<file path="config.mk">
export PLATFORM = sky130hd
export DESIGN_NAME = ide_pio_ctrl
export DESIGN_NICKNAME = d
export VERILOG_FILES = /design/src/rtl/ide_pio_pkg.sv /design/src/rtl/ide_pio_timer.sv /design/src/rtl/ide_pio_req_latch.sv /design/src/rtl/ide_pio_lane.sv /design/src/rtl/ide_pio_ctrl.sv
export SDC_FILE = /design/constraint.sdc
export NUM_CORES = 1
export LEC_CHECK = 0
export BUFFER_PORTS_ARGS = -buffer_cell sky130_fd_sc_hd__buf_2
export CAP_MARGIN = 15
export CORE_MARGIN = 5
export CORE_UTILIZATION = 47
export DETAILED_ROUTE_END_ITERATION = 8
export HOLD_SLACK_MARGIN = 0.05
export PLACE_DENSITY = 0.78
export RECOVER_POWER = 50
export SYNTH_ARGS = -nofsm -noshare
export SYNTH_HDL_FRONTEND = slang
export SYNTH_SLANG_ARGS = --single-unit
</file>
<file path="constraint.sdc">
create_clock -name clk -period 1.85 [get_ports clk]
set_input_delay 0.0925 -clock clk [delete_from_list [all_inputs] [get_ports clk]]
set_output_delay 0.0925 -clock clk [all_outputs]
set_load 0.05 [all_outputs]
</file>
<file path="src/rtl/ide_pio_pkg.sv">
package ide_pio_pkg;

    localparam int PIO_DATA_W = 16;
    localparam int PIO_ADDR_W = 3;
    localparam int PIO_LANE_W = 8;

    typedef enum logic [2:0] {
        ST_IDLE,
        ST_SETUP,
        ST_STROBE,
        ST_HOLD,
        ST_RECOVER
    } pio_state_t;

    typedef struct packed {
        logic                  write;
        logic                  ctl;
        logic [PIO_ADDR_W-1:0] reg_sel;
        logic                  wide;
        logic [PIO_DATA_W-1:0] wdata;
    } pio_req_t;

    function automatic int ns2cyc(input int ns, input int per);
        int c;
        c = (ns + per - 1) / per;
        return (c < 1) ? 1 : c;
    endfunction

    function automatic int max3(input int a, input int b, input int c);
        int m;
        m = (a > b) ? a : b;
        return (m > c) ? m : c;
    endfunction

endpackage

</file>
<file path="src/rtl/ide_pio_timer.sv">
module ide_pio_timer #(
    parameter int CNT_W = 8
) (
    input  logic             clk,
    input  logic             rst_n,
    input  logic             load,
    input  logic [CNT_W-1:0] load_val,
    output logic             expired
);

    logic [CNT_W-1:0] cnt_q;

    always_ff @(posedge clk) begin
        if (!rst_n) begin
            cnt_q <= '0;
        end else if (load) begin
            cnt_q <= load_val;
        end else if (cnt_q != '0) begin
            cnt_q <= cnt_q - 1'b1;
        end
    end

    assign expired = (cnt_q == '0);

endmodule

</file>
<file path="src/rtl/ide_pio_req_latch.sv">
module ide_pio_req_latch
    import ide_pio_pkg::*;
(
    input  logic     clk,
    input  logic     rst_n,
    input  logic     take,
    input  pio_req_t req_d,
    output pio_req_t req_q
);

    always_ff @(posedge clk) begin
        if (!rst_n) begin
            req_q <= '0;
        end else if (take) begin
            req_q <= req_d;
        end
    end

endmodule

</file>
<file path="src/rtl/ide_pio_lane.sv">
module ide_pio_lane #(
    parameter int DATA_W = 16,
    parameter int LANE_W = 8
) (
    input  logic              wide,
    input  logic [DATA_W-1:0] wdata,
    input  logic [DATA_W-1:0] din,
    output logic [DATA_W-1:0] drive_word,
    output logic [DATA_W-1:0] read_word
);

    localparam int NLANES = DATA_W / LANE_W;

    for (genvar g = 0; g < NLANES; g++) begin : g_lane
        if (g == 0) begin : g_low
            assign drive_word[LANE_W-1:0] = wdata[LANE_W-1:0];
            assign read_word[LANE_W-1:0]  = din[LANE_W-1:0];
        end else begin : g_high
            assign drive_word[g*LANE_W +: LANE_W] = wide ? wdata[g*LANE_W +: LANE_W] : '0;
            assign read_word[g*LANE_W +: LANE_W]  = wide ? din[g*LANE_W +: LANE_W]   : '0;
        end
    end

endmodule

</file>
<file path="src/rtl/ide_pio_ctrl.sv">
module ide_pio_ctrl
    import ide_pio_pkg::*;
#(
    parameter int CLK_NS      = 5,
    parameter int T_SETUP_NS  = 25,
    parameter int T_PULSE_NS  = 70,
    parameter int T_HOLD_NS   = 10,
    parameter int T_RECOV_NS  = 25,
    parameter int T_CYCLE_NS  = 120
) (
    input  logic                  clk,
    input  logic                  rst_n,
    input  logic                  req_valid,
    output logic                  req_ready,
    input  logic                  req_write,
    input  logic                  req_ctl,
    input  logic [PIO_ADDR_W-1:0] req_reg,
    input  logic                  req_wide,
    input  logic [PIO_DATA_W-1:0] req_wdata,
    output logic                  done,
    output logic [PIO_DATA_W-1:0] rdata,
    output logic [1:0]            ide_cs_n,
    output logic [PIO_ADDR_W-1:0] ide_addr,
    output logic                  ide_rd_n,
    output logic                  ide_wr_n,
    output logic [PIO_DATA_W-1:0] ide_dout,
    output logic                  ide_dout_en,
    input  logic [PIO_DATA_W-1:0] ide_din
);

    localparam int SETUP_CYC = ns2cyc(T_SETUP_NS, CLK_NS);
    localparam int PULSE_CYC = ns2cyc(T_PULSE_NS, CLK_NS);
    localparam int HOLD_CYC  = ns2cyc(T_HOLD_NS, CLK_NS);
    localparam int RECOV_CYC = ns2cyc(T_RECOV_NS, CLK_NS);
    localparam int CYCLE_CYC = ns2cyc(T_CYCLE_NS, CLK_NS);
    localparam int REST_CYC  = max3(1, RECOV_CYC - HOLD_CYC,
                                    CYCLE_CYC - SETUP_CYC - PULSE_CYC - HOLD_CYC);
    localparam int MAX_CYC   = max3(SETUP_CYC, PULSE_CYC, max3(HOLD_CYC, REST_CYC, 1));
    localparam int CNT_W     = $clog2(MAX_CYC + 1);

    localparam logic [CNT_W-1:0] LD_SETUP = CNT_W'(SETUP_CYC - 1);
    localparam logic [CNT_W-1:0] LD_PULSE = CNT_W'(PULSE_CYC - 1);
    localparam logic [CNT_W-1:0] LD_HOLD  = CNT_W'(HOLD_CYC - 1);
    localparam logic [CNT_W-1:0] LD_REST  = CNT_W'(REST_CYC - 1);

    pio_state_t            state_q, state_d;
    pio_req_t              req_in, cur;
    logic                  accept;
    logic                  tmr_load;
    logic [CNT_W-1:0]      tmr_val;
    logic                  tmr_done;
    logic [PIO_DATA_W-1:0] drive_word;
    logic [PIO_DATA_W-1:0] read_word;
    logic                  done_q;
    logic [PIO_DATA_W-1:0] rdata_q;
    logic                  capture;

    assign req_in = '{write: req_write, ctl: req_ctl, reg_sel: req_reg,
                      wide: req_wide, wdata: req_wdata};
    assign accept = (state_q == ST_IDLE) && req_valid;

    ide_pio_req_latch u_latch (
        .clk   (clk),
        .rst_n (rst_n),
        .take  (accept),
        .req_d (req_in),
        .req_q (cur)
    );

    ide_pio_timer #(.CNT_W(CNT_W)) u_timer (
        .clk      (clk),
        .rst_n    (rst_n),
        .load     (tmr_load),
        .load_val (tmr_val),
        .expired  (tmr_done)
    );

    ide_pio_lane #(.DATA_W(PIO_DATA_W), .LANE_W(PIO_LANE_W)) u_lane (
        .wide       (cur.wide),
        .wdata      (cur.wdata),
        .din        (ide_din),
        .drive_word (drive_word),
        .read_word  (read_word)
    );

    // state register
    always_ff @(posedge clk) begin
        if (!rst_n) begin
            state_q <= ST_IDLE;
            done_q  <= 1'b0;
            rdata_q <= '0;
        end else begin
            state_q <= state_d;
            done_q  <= (state_q == ST_RECOVER) && tmr_done;
            if (capture) begin
                rdata_q <= read_word;
            end
        end
    end

    // next state and phase timer loading
    always_comb begin
        state_d  = state_q;
        tmr_load = 1'b0;
        tmr_val  = '0;
        capture  = 1'b0;
        unique case (state_q)
            ST_IDLE: begin
                if (req_valid) begin
                    state_d  = ST_SETUP;
                    tmr_load = 1'b1;
                    tmr_val  = LD_SETUP;
                end
            end
            ST_SETUP: begin
                if (tmr_done) begin
                    state_d  = ST_STROBE;
                    tmr_load = 1'b1;
                    tmr_val  = LD_PULSE;
                end
            end
            ST_STROBE: begin
                if (tmr_done) begin
                    state_d  = ST_HOLD;
                    tmr_load = 1'b1;
                    tmr_val  = LD_HOLD;
                    capture  = !cur.write;
                end
            end
            ST_HOLD: begin
                if (tmr_done) begin
                    state_d  = ST_RECOVER;
                    tmr_load = 1'b1;
                    tmr_val  = LD_REST;
                end
            end
            ST_RECOVER: begin
                if (tmr_done) begin
                    state_d = ST_IDLE;
                end
            end
            default: state_d = ST_IDLE;
        endcase
    end

    // bus outputs decoded from the state
    always_comb begin
        req_ready   = 1'b0;
        ide_cs_n    = 2'b11;
        ide_addr    = cur.reg_sel;
        ide_rd_n    = 1'b1;
        ide_wr_n    = 1'b1;
        ide_dout_en = 1'b0;
        unique case (state_q)
            ST_IDLE: begin
                req_ready = 1'b1;
                ide_addr  = '0;
            end
            ST_SETUP, ST_HOLD: begin
                ide_cs_n    = cur.ctl ? 2'b01 : 2'b10;
                ide_dout_en = cur.write;
            end
            ST_STROBE: begin
                ide_cs_n    = cur.ctl ? 2'b01 : 2'b10;
                ide_dout_en = cur.write;
                ide_rd_n    = cur.write;
                ide_wr_n    = !cur.write;
            end
            ST_RECOVER: begin
                ide_cs_n = 2'b11;
            end
            default: req_ready = 1'b0;
        endcase
    end

    assign ide_dout = ide_dout_en ? drive_word : '0;
    assign done     = done_q;
    assign rdata    = rdata_q;

endmodule

</file>
==> flow_summary.ini <==
[outcome]
status = finished clean

[timing]
maxSlewHeadroom = 0.581
period_share = 0.976
maxSlewViolCount = 0
worstMarginPinSlew_ns = 0.631
fmax_mhz = 554
setup_viol_count_final = 0
period_minus_slack_ns = 1.81
worst_clock_skew_ns = 0.00591
finalHoldViolations = 0

[synth]
ys_warn_count = 0
syn_area_per_cell_um2 = 8.10
synth_cell_types = 37
synthSimpleGateAreaFrac = 0.298
synth_cells = 247
synth_edf_count = 0
synth_compound_area_frac = 0.168
synth_area_mm2 = 0.00200
synth_area_leader_cell = dfxtp_1
seq_area_frac_synth = 0.460
synth-adder-area-share = 0.00625
synth_nets = 289
ys_ff_latch = 46
async_flop_share = 0
synth-xor-area-share = 0.0131
synth.area.mux_share = 0
synth_top_area_frac = 0.460
synth_top_family_by_area = simple AND/OR/NAND/NOR gates
synth_area_leaders = dfxtp_1 46%, a21oi_1 9.8%, nand2_1 8.6%
synthFlopType = dfxtp_1

[critical_path]
worstPathRequired_ns = 1.76
crit_type = reg -> out
worstSetupEndpointType = output port
cp-start-kind = flip-flop
critPathMaxFanout = 17
arrival_ns = 1.71

[power_and_ir_drop]
p_per_area_mw_per_mm2 = 1220
power.leakage_nw = 1.20
total_power_mw = 3.47
peakVddDrop_uv = 752

[cts]
cts_sinks = 46
cts-root-buf = clkbuf_8
postCtsSetupRepairBufs = 0
cts_tree = yes
clockBufferDepth = 2
cts_buffers = 5
clock_latency_ns = 0.29
htree_levels = 2
clkTransAtPathRegs_ns = 0.08

[flow_run]
maxCapViolations = 0

[floorplanning]
die_y_um = 75.3
die_area_mm2 = 0.00566
initial_utilization = 0.493
coreArea_mm2 = 0.00406
die_w_um = 75.3
ios = 83
num_rows = 23

[worst_hold_path]
hp-class = in -> reg

[route]
drc = 0
wire_per_inst_um = 14.8
vias = 2147
detail-route-antenna-nets = 0
finalWirelength_um = 5960
drt_pass1_iterations = 4
vias_per_cell = 5.31
drtIter0Drc = 130

[global_route]
grt_pass1_vias = 2044
grt_start_max_net_pins = 24
grt_overflow = 0
grt_pass1_wl_um = 9300
track_usage = 0.215
antenna_found_initial = 0

[layout]
final_nets = 397
final_cells = 404
diodes = 0
fill_cells = 358
area_growth_pct = 42.0
drive_above_1_share = 0.254
design_area_mm2 = 0.00284

[placed_design]
dp.final_hpwl_um = 3810
gp_congestion = 0.841
placed_area_mm2 = 0.00251
place_inst = 372
port_buffers = 82
worst paths after layout:
path | startpoint | endpoint | slack (ns) | depth (start not counted)
worst max-delay path | state_q[2]$_SDFFE_PN0P_ | ide_dout[9] | 0.04 | 5
worst min-delay path | req_wdata[2] | u_latch.req_q[2]$_SDFFE_PN0P_ | 0.05 | 3
worst min register to register | u_latch.req_q[7]$_SDFFE_PN0P_ | u_latch.req_q[7]$_SDFFE_PN0P_ | 0.45 | 2
worst max register to register | state_q[1]$_SDFFE_PN0P_ | u_latch.req_q[6]$_SDFFE_PN0P_ | 0.22 | 4
synthesized netlist by cell type, types with 2 or more instances:
master,number
a21oi_1,39
and2_1,8
and3_1,8
buf_2,6
buf_4,2
clkbuf_1,13
dfxtp_1,46
inv_1,2
nand2_1,46
nand2b_1,2
nand3_1,11
nand4_1,8
nor2_1,4
nor2b_1,6
nor3_1,4
nor3b_1,3
nor4b_4,2
o21ai_0,8
o21ai_1,9
xnor2_1,3
sequential cells by signal, indices dropped and copies added (netlist names):
name,cells
rdata,16
done,1
u_latch.req_q,22
u_timer.cnt_q,4
state_q,3
final cells by class:
cell class | count | area (µm²) | area share
well taps | 50 | 62.6 | 0.0220
multi-input cells | 176 | 977 | 0.344
repair buffers | 122 | 782 | 0.275
clock buffers | 6 | 82.6 | 0.0290
inverters | 4 | 15.0 | 0.00528
flip-flops and latches | 46 | 923 | 0.325
worst max-delay path, stage by stage, from the launching register on:
cell and delay, ns:
dfxtp_1 0.36, buf_4 0.17, nor3b_1 0.20, buf_4 0.22, and3_1 0.21, clkbuf_4 0.25
per-layer routing:
layer | part of all wire | track usage | up-vias
li1 | - | - | 1064
met5 | 0 | 0 | -
met4 | 0.020 | 0.0680 | 0
met2 | 0.51 | 0.372 | 79
met1 | 0.41 | 0.256 | 990
met3 | 0.064 | 0.0614 | 14
stage by stage:
stage | setup slack, ns | util | hold WS [ns] | TNS, ns
6_report | 0.0441 | 0.701 | 0.0540 | 0
5_1_grt | -0.0340 | 0.701 | 0.0589 | -0.0595
4_1_cts | 0.0546 | 0.703 | 0.0528 | 0
3_5_place_dp | 0.250 | 0.618 | 0.339 | 0
3_3_place_gp | 0.302 | 0.618 | 0.335 | 0
2_1_floorplan | 0.0153 | - | 0.220 | 0
cells by family after synthesis:
family,Yosys count
buffers and inverters,25
and+or+nand+nor,109
adders and majority gates,1
AOI/OAI and AO/OA,63
DFF,46
xor gates and xnor gates,3
power by group:
group	internal [mW]	leakage (nW)	switching (mW)
combinational	0.571	0.778	1.00
clock	0.288	0.0431	0.311
sequential	1.15	0.376	0.142
cells in the final DEF (no fill, tap or decap), drive strengths merged, types with 8 or more instances in the layout:
master | netlist | layout
nand4 | 8 | 8
a21oi | 39 | 39
nand3 | 11 | 11
buf | 8 | 67
dlygate4sd3 | 0 | 26
o21ai | 17 | 17
clkbuf | 13 | 35
and2 | 8 | 8
and3 | 8 | 8
dfxtp | 46 | 46
nand2 | 46 | 46
repair_timing:
action | in CTS | in global routing
hold buffers | 26 | 0
setup endpoints to repair | 16 | 8
gates resized for setup | 2 | 8
gates cloned | 0 | 0
endpoints found under the hold margin | 26 | 0
Note: power is estimated with default switching activity, not from simulation.
